## config.mk

```make
export PLATFORM = sky130hd
export DESIGN_NAME = eeprom_cmd_seq
export DESIGN_NICKNAME = d
export VERILOG_FILES = /design/src/rtl/eeprom_cmd_seq.sv
export SDC_FILE = /design/constraint.sdc
export NUM_CORES = 1
export LEC_CHECK = 0
export BUFFER_PORTS_ARGS = -buffer_cell sky130_fd_sc_hd__buf_4
export CAP_MARGIN = 15
export CORE_UTILIZATION = 46
export DETAILED_ROUTE_END_ITERATION = 16
export PLACE_DENSITY = 0.68
export SLEW_MARGIN = 10
export SYNTH_ARGS = -nofsm -noshare
export SYNTH_HDL_FRONTEND = slang
export SYNTH_SLANG_ARGS = --single-unit
```

## constraint.sdc

```tcl
create_clock -name clk -period 2.3 [get_ports clk]
set_input_delay 0.115 -clock clk [delete_from_list [all_inputs] [get_ports clk]]
set_output_delay 0.115 -clock clk [all_outputs]
set_load 0.02 [all_outputs]
```

## src/rtl/eeprom_cmd_seq.sv

```systemverilog
module eeprom_cmd_seq #(
  parameter int ADDR_W     = 6,
  parameter bit PAD_EN     = 1'b1,
  parameter int HALF_CYC   = 25,
  parameter int SETUP_CYC  = 10,
  parameter int DESEL_CYC  = 10,
  parameter int POLL_LIMIT = 20000
) (
  input  logic              clk,
  input  logic              rst_n,
  input  logic              req_valid,
  input  logic [2:0]        req_op,
  input  logic [ADDR_W-1:0] req_addr,
  input  logic [15:0]       req_wdata,
  output logic              busy,
  output logic              done,
  output logic [15:0]       rd_data,
  output logic              timed_out,
  output logic              mem_cs,
  output logic              mem_sk,
  output logic              mem_di,
  input  logic              mem_do
);
  localparam int CMD_W = 3 + ADDR_W;
  localparam int PAD_W = PAD_EN ? (16 - CMD_W % 16) % 16 : 0;
  localparam int HDR_W = PAD_W + CMD_W;
  localparam int FR_W  = HDR_W + 16;
  localparam int T_A   = HALF_CYC > SETUP_CYC ? HALF_CYC : SETUP_CYC;
  localparam int T_MAX = T_A > DESEL_CYC ? T_A : DESEL_CYC;
  localparam int TW    = $clog2(T_MAX + 1);
  localparam int NW    = $clog2(FR_W + 1);
  localparam int PW    = $clog2(POLL_LIMIT + 1);

  typedef enum logic [2:0] {S_IDLE, S_SETUP, S_HIGH, S_LOW, S_GAP, S_CHECK} st_t;

  st_t            st;
  logic [TW-1:0]  tmr;
  logic [NW-1:0]  nclk;
  logic [FR_W-1:0] sr;
  logic [15:0]    rsh;
  logic [PW-1:0]  pcnt;
  logic           is_rd, is_wr, fin, tmo;

  logic [FR_W-1:0]   ld_sr;
  logic [NW-1:0]     ld_n;
  logic              ld_rd, ld_wr, ld_ok;
  logic [1:0]        opc, sub;
  logic [ADDR_W-1:0] af;
  logic              dat;

  always_comb begin
    opc = 2'b00; sub = 2'b00; dat = 1'b0;
    ld_rd = 1'b0; ld_wr = 1'b0; ld_ok = 1'b1;
    ld_n = NW'(HDR_W);
    case (req_op)
      3'd0: begin opc = 2'b10; ld_rd = 1'b1; ld_n = NW'(FR_W); end
      3'd1: begin opc = 2'b01; dat = 1'b1; ld_wr = 1'b1; ld_n = NW'(FR_W); end
      3'd2: begin opc = 2'b11; ld_wr = 1'b1; end
      3'd3: begin sub = 2'b01; dat = 1'b1; ld_wr = 1'b1; ld_n = NW'(FR_W); end
      3'd4: begin sub = 2'b10; ld_wr = 1'b1; end
      3'd5: sub = 2'b11;
      3'd6: sub = 2'b00;
      default: ld_ok = 1'b0;
    endcase
    if (opc == 2'b00) begin
      af = '0;
      af[ADDR_W-1 -: 2] = sub;
    end else begin
      af = req_addr;
    end
    ld_sr = '0;
    ld_sr[FR_W-1-PAD_W] = 1'b1;
    ld_sr[FR_W-2-PAD_W -: 2] = opc;
    ld_sr[FR_W-4-PAD_W -: ADDR_W] = af;
    if (dat) ld_sr[15:0] = req_wdata;
  end

  always_ff @(posedge clk) begin
    if (!rst_n) begin
      st <= S_IDLE; tmr <= '0; nclk <= '0; sr <= '0; rsh <= '0; pcnt <= '0;
      is_rd <= 1'b0; is_wr <= 1'b0; fin <= 1'b0; tmo <= 1'b0; done <= 1'b0;
    end else begin
      done <= 1'b0;
      case (st)
        S_IDLE:
          if (req_valid && ld_ok) begin
            st <= S_SETUP; tmr <= TW'(SETUP_CYC - 1);
            sr <= ld_sr; nclk <= ld_n; is_rd <= ld_rd; is_wr <= ld_wr;
            fin <= 1'b0; tmo <= 1'b0; pcnt <= '0;
          end
        S_SETUP:
          if (tmr == '0) begin st <= S_HIGH; tmr <= TW'(HALF_CYC - 1); end
          else tmr <= tmr - 1'b1;
        S_HIGH:
          if (tmr == '0) begin
            st <= S_LOW; tmr <= TW'(HALF_CYC - 1); sr <= sr << 1;
          end else tmr <= tmr - 1'b1;
        S_LOW:
          if (tmr == '0) begin
            if (is_rd && nclk <= NW'(16)) rsh <= {rsh[14:0], mem_do};
            if (nclk == NW'(1)) begin
              st <= S_GAP; tmr <= TW'(DESEL_CYC - 1);
            end else begin
              st <= S_HIGH; tmr <= TW'(HALF_CYC - 1); nclk <= nclk - 1'b1;
            end
          end else tmr <= tmr - 1'b1;
        S_GAP:
          if (tmr == '0) begin
            if (is_wr && !fin) begin
              st <= S_CHECK; tmr <= TW'(SETUP_CYC - 1);
            end else begin
              st <= S_IDLE; done <= 1'b1;
            end
          end else tmr <= tmr - 1'b1;
        S_CHECK:
          if (tmr == '0) begin
            st <= S_GAP; tmr <= TW'(DESEL_CYC - 1);
            if (mem_do) fin <= 1'b1;
            else if (pcnt == PW'(POLL_LIMIT - 1)) begin fin <= 1'b1; tmo <= 1'b1; end
            else pcnt <= pcnt + 1'b1;
          end else tmr <= tmr - 1'b1;
        default: st <= S_IDLE;
      endcase
    end
  end

  assign busy      = (st != S_IDLE);
  assign mem_cs    = (st == S_SETUP) || (st == S_HIGH) || (st == S_LOW) || (st == S_CHECK);
  assign mem_sk    = (st == S_HIGH);
  assign mem_di    = ((st == S_SETUP) || (st == S_HIGH) || (st == S_LOW)) && sr[FR_W-1];
  assign rd_data   = rsh;
  assign timed_out = tmo;

  int hi_run, cs_hi_run, cs_lo_run;
  always_ff @(posedge clk) begin
    if (!rst_n) begin
      hi_run <= 0; cs_hi_run <= 0; cs_lo_run <= DESEL_CYC;
    end else begin
      hi_run    <= mem_sk ? hi_run + 1 : 0;
      cs_hi_run <= !mem_cs ? 0 : (cs_hi_run < SETUP_CYC ? cs_hi_run + 1 : cs_hi_run);
      cs_lo_run <= mem_cs ? 0 : (cs_lo_run < DESEL_CYC ? cs_lo_run + 1 : cs_lo_run);
    end
  end

  p_sk_in_cs_r3: assert property (@(posedge clk) disable iff (!rst_n) mem_sk |-> mem_cs);
  p_sk_high_len_r3: assert property (@(posedge clk) disable iff (!rst_n) $fell(mem_sk) |-> hi_run == HALF_CYC);
  p_di_quiet_r3: assert property (@(posedge clk) disable iff (!rst_n) mem_sk |-> $stable(mem_di));
  p_cs_setup_r4: assert property (@(posedge clk) disable iff (!rst_n) $rose(mem_sk) |-> cs_hi_run >= SETUP_CYC);
  p_cs_gap_r5: assert property (@(posedge clk) disable iff (!rst_n) $rose(mem_cs) |-> cs_lo_run >= DESEL_CYC);
  p_done_pulse_r7: assert property (@(posedge clk) disable iff (!rst_n) done |=> !done);
  p_done_cs_low_r7: assert property (@(posedge clk) disable iff (!rst_n) done |-> !mem_cs && !busy);
  p_reserved_op_r12: assert property (@(posedge clk) disable iff (!rst_n)
    (!busy && req_valid && req_op == 3'd7) |=> !busy);
endmodule

```

==> impl_metrics.ini, run 1 <==
[floorplanning]
initial_utilization_pct = 47.40
die_w_um = 93.78
ios = 51
rows = 33
coreArea_mm2 = 0.008175
die_area_mm2 = 0.008795
die_h_um = 93.78

[sta]
worst_pin_slew_ns = 0.7031
period_needed_ns = 2.150
rsz0062_at_grt = no
relSlewSlack_pct = 52.77
max_freq_ghz = 0.4652
finClkSkew_ns = 0.009740
min_period_over_period_pct = 93.46
drv_slew = 0
setup_viol = 0
finalHoldViolations = 0

[global_route]
grt_pass1_wl_um = 14970
met2_usage_pct = 34.18
grtUsageTotal_pct = 21.14
antenna_found_initial = 0
grt_pass1_vias = 3296
grt_busiest_layer = met2
globalRouteMet3Util_pct = 3.883
global_route.usage.met1_pct = 28.19
grt_max_degree = 41
grt.overflow.total = 0

[synthesis]
yosys.area_share.simple_pct = 26.06
synth_area_leaders = dfxtp_1, nand2_1, nor2_1, a21oi_1, a311oi_1
async_flop_share_pct = 0
yosys.area.top_type = dfxtp_1
seq_area_frac_synth_pct = 42.36
syn_nets = 507
ys_warn_count = 0
synthesis.area_mm2 = 0.003875
syn_avg_cell_area_um2 = 8.192
synth_mux_area_share_pct = 1.292
syn_inst = 473
synth-adder-area-share_pct = 1.614
synth_edf_count = 0
ys.flop_type = dfxtp_1
synthDominantCellAreaShare_pct = 42.36
synth_compound_area_share_pct = 20.67
synth_top_family_by_area = simple AND/OR/NAND/NOR gates
synth_xor_area_share_pct = 1.808
synth_cell_types = 58
synth-seq-cells = 82

[critical_path]
worstSetupPathType = register to register
arrival_ns = 2.44
end_kind = register
crit_chain = inv_2 > ha_4 > nor4b_4 > nand4b_1 > buf_4 > a2111o_1 > or3_4 > a21oi_2
worst_setup_path_start_kind = register
required_ns = 2.59
cp_max_fo = 7
crit_path_max_incr_delay_ns = 0.50
slowest_stage = a2111o_1

[cells_and_area]
fin_area_mm2 = 0.004781
final_core_util_pct = 58.48
area_delta_synth_final_pct = 23.38
drive_above_1_share_pct = 24.45
n_antenna_cell = 0
final_cell_mix = buf_4, dfxtp_1, nand2_1
n_fill_cell = 756
final_common_cell = buf_4
final_nets = 573

[routing]
vias = 3600
drt_iter0_markers = 149
vias_per_cell = 5.547
ant_nets = 0
first_pass_iters = 4
drc_errors = 0
routed_wl_um = 8785
wl_per_cell_um = 13.54

[placement]
dp_hpwl_um = 6126
portBuffers = 50
placed_cell_area_mm2 = 0.004472
place.gp.congestion = 0.7994

[cts]
ctsHtreeMaxLevel = 3
cts_tree = yes
cts.sinks = 82
clockRootBuffer = clkbuf_8
clkTransAtPathRegs_ns = 0.09
clock_path_buffers = 2
cts_buffers = 9
worstSkewPairLatency_ns = 0.35

[min_path]
worst_hold_path_type = input pin to register

[power]
p_per_area_mw_per_mm2 = 789.5
p_leak_nw = 1.779
irDropWorstVdd_v = 0.0003979
p_total_mw = 3.775

[job]
maxCapViolCount = 0

[status]
status = finished clean
-- logic make-up (layout without fill, tap and decap cells) --
family | Yosys count | in the layout
AOI/OAI and AO/OA | 117 | 117
xor gates and xnor gates | 8 | 8
adders and majority gates | 5 | 5
buffers and inverters | 48 | 119
DFF | 82 | 82
muxes | 5 | 5
and+or+nand+nor | 208 | 208
-- cells in the mapped netlist (all sizes together), types with 2 or more instances --
| master | instances |
|---|---|
| nor4 | 2 |
| a21o | 4 |
| inv | 17 |
| or4b | 2 |
| nand3 | 25 |
| clkbuf | 20 |
| and2 | 4 |
| dfxtp | 82 |
| a221oi | 6 |
| nand4 | 7 |
| ha | 5 |
| or3 | 6 |
| nor3 | 23 |
| buf | 10 |
| a311oi | 19 |
| o211ai | 2 |
| o21ai | 15 |
| a31oi | 4 |
| a22oi | 8 |
| xnor2 | 5 |
| a31o | 2 |
| nand2 | 66 |
| a211oi | 7 |
| and4 | 2 |
| nor2b | 6 |
| xor2 | 3 |
| o31ai | 3 |
| nor2 | 51 |
| nor3b | 2 |
| mux2i | 5 |
| o21a | 3 |
| a21oi | 36 |
| and3 | 6 |
-- timing repair --
action	4_1_cts	5_1_grt
gates resized for setup	1	16
pin swaps	0	7
cloned	0	0
hold buffers	0	0
setup endpoints to repair	6	30
buffers inserted	0	5
-- routing by layer --
layer | vias to the layer above | wire length [µm] | part of all wire, %
li1 | 1826 | - | -
met1 | 1706 | 4240 | 48
met2 | 60 | 4082 | 46
met3 | 8 | 353 | 4.0
met4 | 0 | 108 | 1.2
met5 | - | 0 | 0
-- state kept, by name, indices dropped and copies added (netlist names) --
register	cells
sr	32
rd_data	16
pcnt	15
nclk	6
tmr	5
st	3
done	1
fin	1
is_rd	1
is_wr	1
timed_out	1
-- final cells by class --
type	instances	area (µm²)	area share [%]
multi-input cells	343	2076	43.42
flip-flops and latches	82	1645	34.42
repair buffers	86	670.6	14.03
well taps	105	131.4	2.748
clock buffers	9	123.9	2.591
clock inverters	7	70.07	1.466
inverters	17	63.81	1.335
-- stage by stage --
stage / setup slack (ns) / instances / hold slack (ns) / TNS (ns)
global route: 0.008581 / 649 / 0.04512 / 0
CTS: 0.07813 / 644 / 0.03600 / 0
global placement: -0.08011 / 628 / 0.4018 / -0.2484
floorplan: 0.1261 / 473 / 0.2555 / 0
detailed placement: -0.1323 / 628 / 0.4078 / -0.6320
finish: 0.1504 / 649 / 0.04405 / 0
-- path summary, 6_finish.rpt --
path,cells past startpoint,startpoint,slack (ns),to
setup / recovery,8,tmr[1]$_SDFFE_PN0P_,0.15,pcnt[10]$_SDFFE_PN0P_
setup reg to reg,8,tmr[1]$_SDFFE_PN0P_,0.15,pcnt[10]$_SDFFE_PN0P_
hold / removal,3,req_wdata[15],0.04,sr[15]$_SDFFE_PN0P_
hold reg to reg,2,sr[0]$_SDFFE_PN0P_,0.46,sr[0]$_SDFFE_PN0P_
-- where the power goes --
part           total [mW]  internal [mW]  switching, mW
combinational        1.09          0.479          0.608
clock                1.02          0.499          0.522
sequential           1.67           1.56          0.104
-- critical path, delay by kind of cell (launching register included) --
kind                       cells  cell delay (ns)
DFF                            1             0.34
buffers and inverters          2             0.25
AOI/OAI and AO/OA              2             0.61
adders and majority gates      1             0.13
and+or+nand+nor                3             0.78
Power figures use the tool's default switching activity.
==> run 2: changes to the inputs <==
--- a/config.mk
+++ b/config.mk
@@ -7,9 +7,12 @@
 export LEC_CHECK = 0
 export BUFFER_PORTS_ARGS = -buffer_cell sky130_fd_sc_hd__buf_4
 export CAP_MARGIN = 15
-export CORE_UTILIZATION = 46
+export CELL_PAD_IN_SITES_DETAIL_PLACEMENT = 0
+export CELL_PAD_IN_SITES_GLOBAL_PLACEMENT = 1
+export CORE_ASPECT_RATIO = 1.25
+export CORE_UTILIZATION = 39
 export DETAILED_ROUTE_END_ITERATION = 16
-export PLACE_DENSITY = 0.68
+export PLACE_DENSITY_LB_ADDON = 0.1
 export SLEW_MARGIN = 10
 export SYNTH_ARGS = -nofsm -noshare
 export SYNTH_HDL_FRONTEND = slang
==> run 2 against run 1 <==
Effect of this change: sequential share of layout area grew 0.12 points; via count shrank 2.3%; power grew 8.7%; sequential power is essentially flat; count of clock-buffer cells in the layout is the same; worst setup slack gained 0.0049 ns; first-iteration DRC count shrank 5.4%; critical path type unchanged; largest power group unchanged.
==> impl_metrics.ini, run 2 (synthesis results as in run 1) <==
[global_route]
antenna_found_initial = 0
grt.overflow.total = 0
grtUsageTotal_pct = 18.44
grt_max_degree = 59
grt_pass1_vias = 3279
grt_pass1_wl_um = 15390

[sta]
period_needed_ns = 2.145
relSlewSlack_pct = 57.98
drv_slew = 0
setup_ws_ns = 0.1554
min_period_over_period_pct = 93.24
worst_pin_slew_ns = 0.6304
max_freq_ghz = 0.4663
finClkSkew_ns = 0.005617
rsz0062_at_grt = no
setup_viol = 0
tns_ns = 0
holdWs_ns = 0.04606
finalHoldViolations = 0

[cts]
clkTransAtPathRegs_ns = 0.06
cts_tree = yes
worstSkewPairLatency_ns = 0.34
cts_buffers = 9
postCtsHoldBufs = 0
clock_path_buffers = 2
cts.sinks = 82
ctsHtreeMaxLevel = 3
clockRootBuffer = clkbuf_16

[cells_and_area]
final_core_util_pct = 49.47
final_nets = 560
drive_above_1_share_pct = 20.53
area_delta_synth_final_pct = 22.67
largest_reg_flops = 32
final_common_cell = dfxtp_1
regMostFlops = sr
final_cell_mix = dfxtp_1, buf_4, nand2_1
n_antenna_cell = 0

[critical_path]
cp_top_family = simple AND/OR/NAND/NOR gates
worst_setup_path_start_kind = register
r2r_setup_slack_ns = 0.16
cp_common_cell = buf_4
end_kind = register
arrival_ns = 2.41
crit_chain = or4b_2 > nor4_2 > buf_4 > a221oi_1 > buf_4 > a21o_1 > a21oi_1
worstSetupPathType = register to register
cp_max_fo = 11
required_ns = 2.57
crit_buf_inv = 2
crit_path_max_incr_delay_ns = 0.68
slowest_stage = or4b_2

[floorplanning]
rows = 40
ios = 51
initial_utilization_pct = 40.33
die_h_um = 113.4
die_w_um = 91.16
coreArea_mm2 = 0.009609
die_area_mm2 = 0.01034

[routing]
drc_errors = 0
drt_iter0_markers = 141
routed_wl_um = 9067
ant_nets = 0
wl_per_cell_um = 13.80
vias = 3516
first_pass_iters = 4
vias_per_cell = 5.352

[status]
status = finished clean

[placement]
place_ws_ns = 0.1511
place.gp.congestion = 0.8280
dp_hpwl_um = 6137
portBuffers = 50

[power]
irDropWorstVdd_v = 0.0004922
p_per_area_mw_per_mm2 = 863.1
p_total_mw = 4.102
p_leak_nw = 1.756

[min_path]
worst_hold_path_type = input pin to register

[job]
maxCapViolCount = 0
## run 2: through the flow
step,cells,instance area (µm²)
global placement,641,4438
global route,657,4753
finish,657,4753
floorplan,473,3875
CTS,657,4741
detailed placement,641,4438
## run 2: worst min-delay path, stage by stage
cell and delay (ns):
buf_4 0.11, nand4_1 0.06, a21oi_1 0.06
## run 2: what timing repair did
action / in CTS / in global routing
setup endpoints to repair: 0 / 14
setup buffers: 0 / 0
resized for setup: 0 / 3
## run 2: path summary, 6_finish.rpt
path	end	cells after the start	from
hold reg to reg	rd_data[15]$_SDFFE_PN0P_	2	rd_data[15]$_SDFFE_PN0P_
hold / removal	sr[0]$_SDFFE_PN0P_	3	req_wdata[0]
setup / recovery	pcnt[5]$_SDFFE_PN0P_	7	pcnt[5]$_SDFFE_PN0P_
setup reg to reg	pcnt[5]$_SDFFE_PN0P_	7	pcnt[5]$_SDFFE_PN0P_
## run 2: layer usage
layer,share of wire (%),vias up,track usage (%)
li1,-,1804,-
met1,48,1651,22.81
met2,48,51,31.21
met3,3.1,10,4.467
met4,1.2,0,6.667
met5,0,-,0
## run 2: cell type report
cell class / instances / area (µm²)
fill: 981 / 4856
multi-input combinational: 343 / 2014
sequential: 82 / 1642
timing repair buffer: 73 / 573.1
clock buffer: 9 / 225.2
tap: 126 / 157.7
clock inverter: 7 / 77.57
inverter: 17 / 63.81
## run 2: where the power goes
group / total [mW] / leakage (nW) / switching (mW) / internal [mW]
registers: 1.68 / 0.667 / 0.114 / 1.56
clock network: 1.44 / 0.146 / 0.591 / 0.848
logic: 0.989 / 0.943 / 0.561 / 0.428
total: 4.10 / 1.76 / 1.27 / 2.84
==> run 3: changes to the inputs <==
--- a/config.mk
+++ b/config.mk
@@ -13,6 +13,7 @@
 export CORE_UTILIZATION = 39
 export DETAILED_ROUTE_END_ITERATION = 16
 export PLACE_DENSITY_LB_ADDON = 0.1
+export RECOVER_POWER = 25
 export SLEW_MARGIN = 10
 export SYNTH_ARGS = -nofsm -noshare
 export SYNTH_HDL_FRONTEND = slang
==> run 3 against run 2 <==
Effect of this change: sequential power barely moved; hold slack barely moved; core utilization fell by 0.90 points; first-iteration DRC count rose by 26%; critical path type unchanged; routed wire length barely moved; worst setup slack got worse by 0.0010 ns; global-route usage did not move; register-to-register slack barely moved; combinational power fell by 2%; clock power barely moved; final area fell by 1.8%; power fell by 0.41%.
==> impl_metrics.ini, run 3 (synthesis results as in run 1) <==
[critical_path]
end_kind = register
crit_buf_inv = 2
crit_chain = or4b_2 > nor4_2 > buf_4 > a221oi_1 > buf_4 > a21o_1 > a21oi_1
worst_setup_path_start_kind = register
worstSetupPathType = register to register
slowest_stage = or4b_2
cp_top_family = simple AND/OR/NAND/NOR gates
cp_common_cell = buf_4
crit_path_max_incr_delay_ns = 0.68
cp_max_fo = 11
arrival_ns = 2.41
required_ns = 2.57

[sta]
finClkSkew_ns = 0.006582
holdWs_ns = 0.04557
tns_ns = 0
finalHoldViolations = 0
drv_slew = 0
setup_viol = 0
min_period_over_period_pct = 93.29
period_needed_ns = 2.146
rsz0062_at_grt = no
relSlewSlack_pct = 58.14
worst_pin_slew_ns = 0.6279
max_freq_ghz = 0.4661

[power]
p_comb_share_pct = 23.8
p_clk_share_pct = 35.2
p_seq_share_pct = 40.9
irDropWorstVdd_v = 0.0004904
p_int_mw = 2.823
switching_share_pct = 30.90
p_leak_nw = 1.666
p_per_area_mw_per_mm2 = 875.5
power.switching_mw = 1.263

[placement]
dp_hpwl_um = 6137
placed_cell_area_mm2 = 0.004438
placed_cells = 641
place.gp.congestion = 0.8280
portBuffers = 50

[cells_and_area]
area_delta_synth_final_pct = 20.44
stdcell_count = 657
fin_area_mm2 = 0.004667
largest_reg_flops = 32
final_common_cell = dfxtp_1
final_nets = 560
regMostFlops = sr
drive_above_1_share_pct = 16.38
n_antenna_cell = 0
final_core_util_pct = 48.57
final_cell_mix = dfxtp_1, nand2_1, nor2_1, buf_4, a21oi_1

[floorplanning]
ios = 51
die_w_um = 91.16
coreArea_mm2 = 0.009609
die_h_um = 113.4
rows = 40
initial_utilization_pct = 40.33
die_area_mm2 = 0.01034

[routing]
vias_per_cell = 5.365
drt_iter0_markers = 177
routed_wl_um = 9059
ant_nets = 0
wl_per_cell_um = 13.79
first_pass_iters = 4
drc_errors = 0
vias = 3525

[global_route]
grt.overflow.total = 0
grt_max_degree = 59
antenna_found_initial = 0
grt_pass1_vias = 3279
grtUsageTotal_pct = 18.44
grt_pass1_wl_um = 15390

[cts]
clock_path_buffers = 2
worstSkewPairLatency_ns = 0.34
clockRootBuffer = clkbuf_16
cts.sinks = 82
cts_tree = yes
ctsHtreeMaxLevel = 3
clkTransAtPathRegs_ns = 0.06
cts_buffers = 9

[job]
maxCapViolCount = 0

[min_path]
worst_hold_path_type = input pin to register

[status]
status = finished clean
[run 3: changes by cell type in the layout (fill, tap and decap cells not counted)]
cell | before | now
buf_4 | 71 | 49
clkbuf_1 | 0 | 21
clkbuf_2 | 0 | 1
nor3_1 | 21 | 22
nor3_2 | 2 | 1
[run 3: cell type report]
cell class	instances	area (µm²)
Clock buffer	9	225.2
Clock inverter	7	77.57
Fill cell	1000	4942
Inverter	17	63.81
Multi-Input combinational cell	343	2009
Sequential cell	82	1642
Tap cell	126	157.7
Timing Repair Buffer	73	491.7
[run 3: path summary, 6_finish.rpt]
| kind | from | endpoint | slack (ns) | cells after the start |
|---|---|---|---|---|
| worst max-delay path | pcnt[5]$_SDFFE_PN0P_ | pcnt[5]$_SDFFE_PN0P_ | 0.15 | 7 |
| worst min-delay path | req_wdata[0] | sr[0]$_SDFFE_PN0P_ | 0.05 | 3 |
| worst max register to register | pcnt[5]$_SDFFE_PN0P_ | pcnt[5]$_SDFFE_PN0P_ | 0.15 | 7 |
| worst min register to register | rd_data[15]$_SDFFE_PN0P_ | rd_data[15]$_SDFFE_PN0P_ | 0.46 | 2 |
[run 3: repair_timing]
action / 4_1_cts / 5_1_grt
buffers inserted: 0 / 0
hold buffers: 0 / 0
gates resized for setup: 0 / 3
setup endpoints to repair: 0 / 14
[run 3: worst register-to-register path: cells and delay by family (launching register included)]
kind,cells,cell delay (ns)
buffers and inverters,2,0.37
AND/OR/NAND/NOR,2,1.01
AO/OA/AOI/OAI,3,0.36
flip-flops,1,0.33
[run 3: power groups by stage]
stage          sequential [mW]  clock, mW  combinational [mW]
2_1_floorplan             1.66          0               0.701
5_1_grt                   1.69       1.55                1.09
3_5_place_dp              1.70          0               0.983
6_report                  1.67       1.44               0.974
3_3_place_gp              1.70          0               0.974
4_1_cts                   1.67       1.49               0.986
[run 3: metrics by stage]
step                      setup WS [ns]  power [mW]
after floorplan                  0.1261       2.365
after global placement           0.2053       2.675
after detailed placement         0.1511       2.685
after CTS                        0.1051       4.152
after global routing           0.005689       4.334
final                            0.1543       4.086
[run 3: metal layers]
metal | global-route usage, % | routed length, µm
met2 | 31.21 | 4325
met5 | 0 | 0
met1 | 22.81 | 4281
met4 | 6.667 | 133
met3 | 4.467 | 319
